$ cat src/rtl/bank_dmem_pkg.sv
package bank_dmem_pkg;

    localparam int DM_DW        = 8;
    localparam int DM_AW        = 8;
    localparam int DM_NBANK     = 4;
    localparam int DM_NREG      = 8;
    localparam int DM_BW        = $clog2(DM_NBANK);
    localparam int DM_RW        = $clog2(DM_NREG);
    localparam int DM_BIW       = $clog2(DM_DW);
    localparam logic [DM_AW-1:0] DM_BIT_BASE  = 8'h20;
    localparam logic [DM_AW-1:0] DM_STAT_ADDR = 8'hD0;
    localparam int DM_BANK_LSB  = 3;

    typedef enum logic [1:0] {
        DM_DIRECT   = 2'd0,
        DM_INDIRECT = 2'd1,
        DM_REGNUM   = 2'd2,
        DM_BIT      = 2'd3
    } dm_mode_e;

    typedef enum logic [1:0] {
        BOP_READ = 2'd0,
        BOP_SET  = 2'd1,
        BOP_CLR  = 2'd2,
        BOP_CPL  = 2'd3
    } bit_op_e;

    typedef enum logic [1:0] {
        TGT_RAM  = 2'd0,
        TGT_SFR  = 2'd1,
        TGT_STAT = 2'd2,
        TGT_BIT  = 2'd3
    } dm_tgt_e;

    typedef struct packed {
        dm_tgt_e             tgt;
        logic [DM_AW-1:0]    ram_addr;
        logic [DM_BIW-1:0]   bit_idx;
    } dm_route_t;

    function automatic logic [DM_DW-1:0] apply_bit_op(
        input logic [DM_DW-1:0]  byte_in,
        input logic [DM_BIW-1:0] idx,
        input bit_op_e           op
    );
        logic [DM_DW-1:0] mask;
        mask = {{(DM_DW-1){1'b0}}, 1'b1} << idx;
        case (op)
            BOP_SET: return byte_in | mask;
            BOP_CLR: return byte_in & ~mask;
            BOP_CPL: return byte_in ^ mask;
            default: return byte_in;
        endcase
    endfunction

endpackage

$ cat src/rtl/bank_dmem_ram.sv
module bank_dmem_ram
    import bank_dmem_pkg::*;
#(
    parameter int DW    = DM_DW,
    parameter int AW    = DM_AW,
    localparam int DEPTH = 1 << AW
) (
    input  logic          clk,
    input  logic          rst,
    input  logic [AW-1:0] ptr_addr,
    output logic [DW-1:0] ptr_data,
    input  logic [AW-1:0] rd_addr,
    output logic [DW-1:0] rd_data,
    input  logic          we,
    input  logic [AW-1:0] waddr,
    input  logic [DW-1:0] wdata
);
    logic [DW-1:0] mem [DEPTH];

    always_ff @(posedge clk) begin
        if (we) mem[waddr] <= wdata;
    end

    // both read ports see pre-edge contents: a same-cycle write is not forwarded
    assign ptr_data = mem[ptr_addr];
    assign rd_data  = mem[rd_addr];


    write_lands_chk: assert property (@(posedge clk) disable iff (rst)
        we |=> mem[$past(waddr)] == $past(wdata));

endmodule

$ cat src/rtl/bank_dmem_status.sv
module bank_dmem_status
    import bank_dmem_pkg::*;
#(
    parameter int DW       = DM_DW,
    parameter int BW       = DM_BW,
    parameter int BANK_LSB = DM_BANK_LSB
) (
    input  logic          clk,
    input  logic          rst,
    input  logic          we,
    input  logic [DW-1:0] wdata,
    output logic [DW-1:0] status,
    output logic [BW-1:0] bank
);
    logic [DW-1:0] status_q;

    always_ff @(posedge clk) begin
        if (rst)     status_q <= '0;
        else if (we) status_q <= wdata;
    end

    assign status = status_q;
    assign bank   = status_q[BANK_LSB +: BW];


    stat_update_chk: assert property (@(posedge clk) disable iff (rst)
        we |=> status == $past(wdata));

endmodule

$ cat src/rtl/bank_dmem_route.sv
module bank_dmem_route
    import bank_dmem_pkg::*;
#(
    parameter int AW = DM_AW,
    parameter int BW = DM_BW,
    parameter int RW = DM_RW,
    parameter int DW = DM_DW,
    localparam int BIW   = $clog2(DW),
    localparam int BYW   = AW - 1 - BIW
) (
    input  dm_mode_e      mode,
    input  logic [AW-1:0] addr,
    input  logic [BW-1:0] bank,
    output logic [AW-1:0] ptr_addr,
    input  logic [DW-1:0] ptr_data,
    output dm_route_t     route
);
    logic [AW-1:0] reg_addr;
    logic [BYW-1:0] bit_byte;

    assign reg_addr = AW'({bank, addr[RW-1:0]});
    assign ptr_addr = reg_addr;
    assign bit_byte = addr[AW-2:BIW];

    always_comb begin
        route.tgt      = TGT_RAM;
        route.ram_addr = addr;
        route.bit_idx  = '0;
        case (mode)
            DM_DIRECT: begin
                if (addr[AW-1]) begin
                    route.tgt = (addr == DM_STAT_ADDR) ? TGT_STAT : TGT_SFR;
                end
            end
            DM_INDIRECT: route.ram_addr = AW'(ptr_data);
            DM_REGNUM:   route.ram_addr = reg_addr;
            DM_BIT: begin
                route.tgt      = TGT_BIT;
                route.ram_addr = DM_BIT_BASE + AW'(bit_byte);
                route.bit_idx  = addr[BIW-1:0];
            end
            default: ;
        endcase
    end

endmodule

$ cat src/rtl/bank_dmem_bitunit.sv
module bank_dmem_bitunit
    import bank_dmem_pkg::*;
#(
    parameter int DW = DM_DW,
    localparam int BIW = $clog2(DW)
) (
    input  logic [DW-1:0]  byte_in,
    input  logic [BIW-1:0] idx,
    input  bit_op_e        op,
    output logic [DW-1:0]  byte_out,
    output logic           old_bit
);
    assign byte_out = apply_bit_op(byte_in, idx, op);
    assign old_bit  = byte_in[idx];


    always_comb begin
        one_bit_chk: assert ($countones(byte_out ^ byte_in) <= 1);
    end

endmodule

$ cat src/rtl/bank_dmem.sv
module bank_dmem
    import bank_dmem_pkg::*;
#(
    parameter int DW = DM_DW,
    parameter int AW = DM_AW,
    parameter int BW = DM_BW
) (
    input  logic          clk,
    input  logic          rst,
    input  logic          acc_valid,
    input  logic [1:0]    acc_mode,
    input  logic          acc_write,
    input  logic [AW-1:0] acc_addr,
    input  logic [DW-1:0] acc_wdata,
    input  logic [1:0]    bit_op,
    output logic          rd_valid,
    output logic [DW-1:0] rd_data,
    output logic [AW-1:0] sfr_addr,
    output logic          sfr_rd,
    output logic          sfr_wr,
    output logic [DW-1:0] sfr_wdata,
    input  logic [DW-1:0] sfr_rdata,
    output logic [BW-1:0] bank_sel
);
    dm_mode_e      mode;
    bit_op_e       bop;
    dm_route_t     route;
    logic [AW-1:0] ptr_addr;
    logic [DW-1:0] ptr_data;
    logic [DW-1:0] ram_rdata;
    logic [DW-1:0] bit_wbyte;
    logic          bit_old;
    logic          ram_we;
    logic [DW-1:0] ram_wdata;
    logic          stat_we;
    logic [DW-1:0] status;
    logic [DW-1:0] rd_next;
    logic          rd_valid_q;
    logic [DW-1:0] rd_data_q;

    assign mode = dm_mode_e'(acc_mode);
    assign bop  = bit_op_e'(bit_op);

    bank_dmem_route #(.AW(AW), .BW(BW), .DW(DW)) u_route (
        .mode     (mode),
        .addr     (acc_addr),
        .bank     (bank_sel),
        .ptr_addr (ptr_addr),
        .ptr_data (ptr_data),
        .route    (route)
    );

    bank_dmem_ram #(.DW(DW), .AW(AW)) u_ram (
        .clk      (clk),
        .rst      (rst),
        .ptr_addr (ptr_addr),
        .ptr_data (ptr_data),
        .rd_addr  (route.ram_addr),
        .rd_data  (ram_rdata),
        .we       (ram_we),
        .waddr    (route.ram_addr),
        .wdata    (ram_wdata)
    );

    bank_dmem_bitunit #(.DW(DW)) u_bit (
        .byte_in  (ram_rdata),
        .idx      (route.bit_idx),
        .op       (bop),
        .byte_out (bit_wbyte),
        .old_bit  (bit_old)
    );

    bank_dmem_status #(.DW(DW), .BW(BW)) u_status (
        .clk   (clk),
        .rst   (rst),
        .we    (stat_we),
        .wdata (acc_wdata),
        .status(status),
        .bank  (bank_sel)
    );

    always_comb begin
        ram_we    = 1'b0;
        ram_wdata = acc_wdata;
        stat_we   = 1'b0;
        sfr_rd    = 1'b0;
        sfr_wr    = 1'b0;
        rd_next   = ram_rdata;
        if (acc_valid) begin
            case (route.tgt)
                TGT_RAM:  ram_we = acc_write;
                TGT_SFR: begin
                    sfr_wr = acc_write;
                    sfr_rd = ~acc_write;
                end
                TGT_STAT: stat_we = acc_write;
                TGT_BIT: begin
                    ram_we    = (bop != BOP_READ);
                    ram_wdata = bit_wbyte;
                end
                default: ;
            endcase
        end
        case (route.tgt)
            TGT_SFR:  rd_next = sfr_rdata;
            TGT_STAT: rd_next = status;
            TGT_BIT:  rd_next = {{(DW-1){1'b0}}, bit_old};
            default:  rd_next = ram_rdata;
        endcase
    end

    assign sfr_addr  = acc_addr;
    assign sfr_wdata = acc_wdata;

    always_ff @(posedge clk) begin
        if (rst) begin
            rd_valid_q <= 1'b0;
            rd_data_q  <= '0;
        end else begin
            rd_valid_q <= acc_valid & (~acc_write | (route.tgt == TGT_BIT));
            if (acc_valid) rd_data_q <= rd_next;
        end
    end

    assign rd_valid = rd_valid_q;
    assign rd_data  = rd_data_q;


    reset_state_chk: assert property (@(posedge clk)
        rst |=> (bank_sel == '0 && !rd_valid));


    sfr_no_ram_chk: assert property (@(posedge clk) disable iff (rst)
        (acc_valid && mode == DM_DIRECT && acc_addr[AW-1]) |-> !ram_we);


    sfr_excl_chk: assert property (@(posedge clk) disable iff (rst)
        $onehot0({sfr_rd, sfr_wr}));


    ind_no_sfr_chk: assert property (@(posedge clk) disable iff (rst)
        (acc_valid && (mode == DM_INDIRECT || mode == DM_REGNUM)) |-> (!sfr_rd && !sfr_wr));


    bank_hold_chk: assert property (@(posedge clk) disable iff (rst)
        !stat_we |=> $stable(bank_sel));


    wr_no_valid_chk: assert property (@(posedge clk) disable iff (rst)
        (acc_valid && acc_write && mode != DM_BIT) |=> !rd_valid);

endmodule

$ cat config.mk
export PLATFORM = sky130hd
export DESIGN_NAME = bank_dmem
export DESIGN_NICKNAME = d
export VERILOG_FILES = /design/src/rtl/bank_dmem_pkg.sv /design/src/rtl/bank_dmem_ram.sv /design/src/rtl/bank_dmem_status.sv /design/src/rtl/bank_dmem_route.sv /design/src/rtl/bank_dmem_bitunit.sv /design/src/rtl/bank_dmem.sv
export SDC_FILE = /design/constraint.sdc
export NUM_CORES = 2
export LEC_CHECK = 0
export BUFFER_PORTS_ARGS = -buffer_cell sky130_fd_sc_hd__buf_4
export CORE_MARGIN = 1.5
export CORE_UTILIZATION = 35
export CTS_CLUSTER_DIAMETER = 200
export DETAILED_ROUTE_END_ITERATION = 12
export GPL_TIMING_DRIVEN = 1
export MAX_ROUTING_LAYER = met4
export SYNTH_ARGS = -nofsm -noshare
export SYNTH_HDL_FRONTEND = slang
export SYNTH_SLANG_ARGS = --single-unit
$ cat constraint.sdc
create_clock -name clk -period 17.1 [get_ports clk]
set_clock_uncertainty 0.1 [all_clocks]
set_input_delay 0 -clock clk [delete_from_list [all_inputs] [get_ports clk]]
set_output_delay 0 -clock clk [all_outputs]
set_load 0.01 [all_outputs]
Word level (Yosys, flattened, before mapping)
Memory sizes are Yosys's and may differ from the RTL's.
Cells that the tools add are included.
{ "word_totals": {"regBits": 17, "ramBits": 2048, "inputBits": 32, "out_inout_bits": 29, "n_memories": 1} }
{ "mem_list": {"columns": ["name", "depth", "width", "read_ports", "rd_ports_with_merged_regs", "write_ports", "line_no", "rtl"], "rows": [
  ["u_ram.mem", 256, 8, 2, 0, 1, "bank_dmem_ram.sv:18", "logic [DW-1:0] mem [DEPTH];"]
]} }
{ "classes": {"n_addsub": 1, "n_lt_le_gt_ge": 1, "eq_ne": 10, "shift": 1, "n_mux": 21, "bitwise_logic": 7, "reduce_logical": 3} }
{ "op_table": {"columns": ["operator", "n"], "rows": [
  ["case mux 8 bit (3 select lines)", 3],
  ["2-to-1 mux 8 bit", 2],
  ["equality test 2 bit (second input constant)", 6],
  ["2-to-1 mux 1 bit", 10],
  ["bitwise AND 8 bit", 1],
  ["equality test 8 bit (second input constant)", 1],
  ["NOT 8 bit", 1],
  ["OR 8 bit", 1],
  ["<< shifter 1 x 3 -> 8 bit (first input constant)", 1],
  ["XOR 8 bit", 1],
  ["adder 6 x 4 -> 7 bit (first input constant)", 1],
  ["equality test 2 x 1 -> 1 bit (second input constant)", 3],
  ["zero test 2 bit", 2],
  ["< comparator 3 x 4 -> 1 bit (second input constant)", 1],
  ["2-to-1 mux 2 bit", 2],
  ["case mux 2 bit (2 select lines)", 1],
  ["binary-select mux 1 bit (select 3 bit)", 1],
  ["2-to-1 mux 3 bit", 1],
  ["case mux 1 bit (2 select lines)", 1],
  ["nonzero test 2 bit", 1],
  ["bitwise AND 1 bit", 1],
  ["NOT 1 bit", 1],
  ["OR 1 bit", 1]
]} }

Depth between registers and ports, before layout
{ "depth": {"depth_word": 9, "depth_mapped": 26, "ltp_nobuf": 18} }

Modules after synthesis
Synthesis repeated with hierarchy kept, for this count alone.
{ "hier_totals": {"cells_unflattened": 5054, "hier_area_um2": 98697.2} }
{ "modules_own_cells": {"columns": ["module", "n_inst", "cells_per_inst", "area_per_inst_um2", "seq_area_each_um2"], "rows": [
  ["bank_dmem_ram", 1, 4831, 96652.7, 61499.0],
  ["bank_dmem", 1, 88, 793.3, 180.2],
  ["bank_dmem_bitunit", 1, 58, 606.8, 0.0],
  ["bank_dmem_route", 1, 49, 344.1, 0.0],
  ["bank_dmem_status", 1, 28, 300.3, 160.2]
]} }

Least setup slack after synthesis
Ideal clock, no wire load.
{ "synth_path": {"path_type": "flip-flop to flip-flop", "startpoint": "mem u_ram.mem[15][0] (netlist name)", "endpoint": "mem u_ram.mem[0][1] (netlist name) (data pin)", "setup_ns": 2.187, "arrival_ns": 14.007, "slack_ns": 0.806, "stages_incl_launch_ff": 19, "period_less_slack_ns": 16.294, "cell_sequence": "edfxtp_1 -> mux4_2 -> o2bb2ai_1 -> o211ai_4 -> o21ai_4 -> buf_6 -> nor3_1 -> clkbuf_1 -> clkbuf_1 -> buf_1 -> nand3_1 -> a31oi_1 -> nor4_1 -> and4b_1 -> nand2_1 -> inv_1 -> ha_1 -> mux4_2 -> o21ai_0"} }
{ "synth_lines": {"columns": ["item", "line_no"], "rows": [
  ["start, declared", "bank_dmem_ram.sv:18"]
]} }

Final worst setup path
{ "layout_path": {"startpoint": "reg u_status.status_q[4], in the netlist u_status.status[4]", "endpoint": "mem u_ram.mem[64][2] (netlist name) (data pin)"} }
{ "layout_via": {"elab_chain_cells": 7} }
{ "layout_lines": {"columns": ["item", "line_no", "rtl"], "rows": [
  ["start, declared", "bank_dmem_status.sv:15", "logic [DW-1:0] status_q;"],
  ["start signal, assigned", "bank_dmem_status.sv:19", "else if (we) status_q <= wdata;"],
  ["memory read (256 x 8 bit)", null, null],
  ["case mux 8 bit (3 select lines) *", "bank_dmem_route.sv:29", "case (mode)"],
  ["memory read (256 x 8 bit)", null, null],
  ["XOR 8 bit (tied with other cells)", "bank_dmem_pkg.sv:51", "BOP_CPL: return byte_in ^ mask;"],
  ["case mux 8 bit (3 select lines) *", "bank_dmem_pkg.sv:48", "case (op)"],
  ["2-to-1 mux 8 bit *", "bank_dmem.sv:90", "case (route.tgt)"],
  ["2-to-1 mux 8 bit *", "bank_dmem.sv:89", "if (acc_valid) begin"],
  ["named net ram_wdata[2]", "bank_dmem.sv:34", "logic [DW-1:0] ram_wdata;"]
]} }
Mark *: on every way through the listed nets, which the timed path passes. The rest lies on a longest branch.

==> impl_metrics.yaml <==
clocking:
  clk_path_buf_depth: 3
  clk_latency_ps: 880
  post_cts_buffers: 0
  numCtsBuffers: 206
  cts_tree: "built"
  cts-root-buf: "clkbuf_16"
  path_clk_slew_ps: 60
  htreeDepth: 4
  cts_sinks: 2065
status:
  status: "finished with violations"
  violations: "design-rule violations, max-capacitance violations, max-slew violations"
setup_path:
  required_ps: 17510
  crit_path_frequent_cell: "buf_4"
  cp_max_fo: 169
  cp_slowest_cell: "nor4_1"
  crit_chain: "buf_4 -> nand2b_1 -> or2_2 -> nand4b_1 -> nand3_4 -> buf_12 -> buf_4 -> nor3_2 -> buf_4 -> a22o_1 -> nor4_1 -> o2111ai_1 -> nor4_1 -> nand4_1 -> or3_4 -> inv_1 -> ha_1 -> mux4_2 -> o21ai_4 -> buf_12 -> buf_4"
  r2r.worst_path.cells: 21
  start_kind: "flop"
  cpPeakStageDelay_ps: 1080
  critPathCaptureType: "flop"
  crit_arrival_ps: 11150
  crit_type: "reg -> reg"
power_and_ir_drop:
  leakage_uw: 0.0316
  pwr-share-clk: 0.390
  vdd_ir_drop_max_mv: 0.116
  combPwrFrac: 0.112
  powerDensity_nw_per_um2: 116
  internal_power_uw: 8330
  pwr-share-seq: 0.498
  p_sw_frac: 0.258
  switchingPower_uw: 2900
placed_design:
  gp_congestion: 0.962
  portBuffers: 60
  dp_hpwl_um: 172000
logic_synthesis:
  yosysSeqAreaShare: 0.716
  netlist_area_sq_um: 86400
  async_flop_share: 0
  avgSynthCellArea_sq_um: 14.2
  synth_edf_count: 2048
  yosys.cell_types.count: 110
  synthCells: 6100
  synth.ff_latch_count: 2065
  ys_warn_count: 0
  synth_ff_type: "edfxtp_1"
  syn_nets: 6157
final_layout:
  fillerInstances: 22500
  area_growth_pct: 12.3
  final_common_cell: "edfxtp_1"
  fin_util: 0.395
  area.sequential_sq_um: 61800
  drive_above_1_share: 0.105
  multi_input_area_sq_um: 22300
  fin_nets: 6191
  layout_common_cells: "edfxtp_1 (2048), nand2_1 (1217), mux2i_1 (462)"
min_path:
  hold_depth: 6
  hold_class: "in -> reg"
global_routing:
  grt_pass1_wl_um: 402000
  grt.total_usage: 0.231
  grt_max_degree: 197
  overflow: 0
  antenna_found_initial: 22
  grt_pass1_vias: 52100
timing:
  finalCriticalPeriod_ps: 10740
  maxSlewViolCount: 1
  fmax_ghz: 0.0931
  finalCritPeriodShare: 0.628
  relSlewSlack: -0.000890
  rsz0062_at_grt: "false"
  tns_ps: 0
  setup_violations: 0
  tightest_slew_ps: 1490
  hold_viol_final: 0
routing:
  drt-total-wl_um: 287000
  vias_per_cell: 5.84
  drt-initial-drc-count: 9065
  drc: 2
  ant_nets: 0
  via_count: 55600
  routedWlPerCell_um: 30.1
  firstDrtPassIters: 13
run:
  max_cap_viol_count: 1
floorplan:
  die_h_um: 500
  die_w_um: 500
  die-area_sq_um: 250000
  initial_core_util: 0.352
  num_io_pins: 61
  core_area_sq_um: 246000
  rows: 182
## final cells by class
type / count / area share
Timing Repair Buffer: 257 / 0.0228
Multi-Input combinational cell: 3574 / 0.230
Tap cell: 3220 / 0.0415
Antenna cell: 13 / 0.000335
Clock buffer: 261 / 0.0555
Clock inverter: 103 / 0.0109
Sequential cell: 2065 / 0.638
Inverter: 30 / 0.00116
## stage by stage
stage | instances | hold slack [ps] | cell area [sq um] | setup slack [ps] | power (uW)
after floorplan | 6100 | -52.5 | 86400 | 806 | 6460
after global placement | 9094 | 105 | 90000 | 6360 | 6890
final | 9523 | 44.5 | 97000 | 6360 | 11200
after global routing | 9518 | 48.9 | 97000 | 6410 | 11500
after CTS | 9510 | 3.16 | 96900 | 6790 | 11200
after detailed placement | 9094 | 105 | 90000 | 6110 | 6910
## per-layer routing
layer | GRT usage | part of all wire
met1 | 0.306 | 0.39
met2 | 0.329 | 0.44
met3 | 0.0573 | 0.12
met4 | 0.114 | 0.055
met5 | - | 0
## flip-flops by register name, summed over array words and instances (netlist names)
register	cells
rd_valid	1
rd_data	8
u_ram.mem	2048
u_status.status	8
## timing repair
action | 4_1_cts | 5_1_grt
hold buffers | 52 | 0
hold endpoints to repair | 545 | 0
resized for setup | 0 | 0
## synth_stat cells (all sizes together), types with 6 or more instances
cell     count  area, sq um
nand4       41          257
nand2     1235         4640
a21o         7         52.6
mux2        27          312
a311o        6         60.1
a221oi      15          161
a211o        9         78.8
and2         8         51.3
or4         10         75.1
clkbuf     138          518
a311oi      16          140
a21oi      212         1060
a2111oi     11          116
a32oi       91          812
mux4        73         1640
dfxtp       17          340
a211oi      46          363
edfxtp    2048        61500
inv         29          109
nor2b       10         62.6
o22a         6         52.6
a22o        16          141
nor2       328         1240
a221o        7         70.1
and3        35          219
o21ai       74          382
nand2b      14         87.6
buf        293         1900
nand4b       7         61.3
o211ai      20          164
nor3        34          175
or2          6         37.5
a31oi       45          294
a22oi       80          606
o32ai       12          105
nor4        20          138
mux2i      462         4620
a32o        25          250
o22ai       35          219
nand3      420         2110
o31ai        8         60.1
ha          25          313
## cell families (layout without fill, tap and decap cells)
group | Yosys count | in the layout | synth area share
other | 0 | 13 | 0
AO/OA/AOI/OAI | 797 | 797 | 0.0668
adder cells (fa/ha/maj) | 25 | 25 | 0.00362
AND/OR/NAND/NOR | 2190 | 2190 | 0.108
buffers and inverters | 461 | 651 | 0.0293
multiplexers | 562 | 562 | 0.0762
flip-flops | 2065 | 2065 | 0.716
## worst max-delay path, delay by kind of cell (launching register included)
kind                     cells  cell delay [ps]
AND/OR/NAND/NOR              9             4720
buffers and inverters        7             3300
AO/OA/AOI/OAI                3              750
multiplexers                 1              490
flip-flops                   1              360
adder cells (fa/ha/maj)      1              210
## worst paths after layout
kind                      end          startpoint  slack [ps]
max reg2reg  u_ram.mem[64][2]  u_status.status[4]        6360
max          u_ram.mem[64][2]  u_status.status[4]        6360
min                rd_data[3]        sfr_rdata[3]          40
min reg2reg        rd_data[5]          rd_data[5]         390
## power by group through the flow
stage / sequential, uW / combinational, uW / clock (uW)
global route: 5590 / 1300 / 4610
global placement: 5700 / 1200 / 0
detailed placement: 5700 / 1210 / 0
floorplan: 5740 / 715 / 0
finish: 5590 / 1260 / 4380
CTS: 5590 / 1220 / 4420
Power figures use the tool's default switching activity.
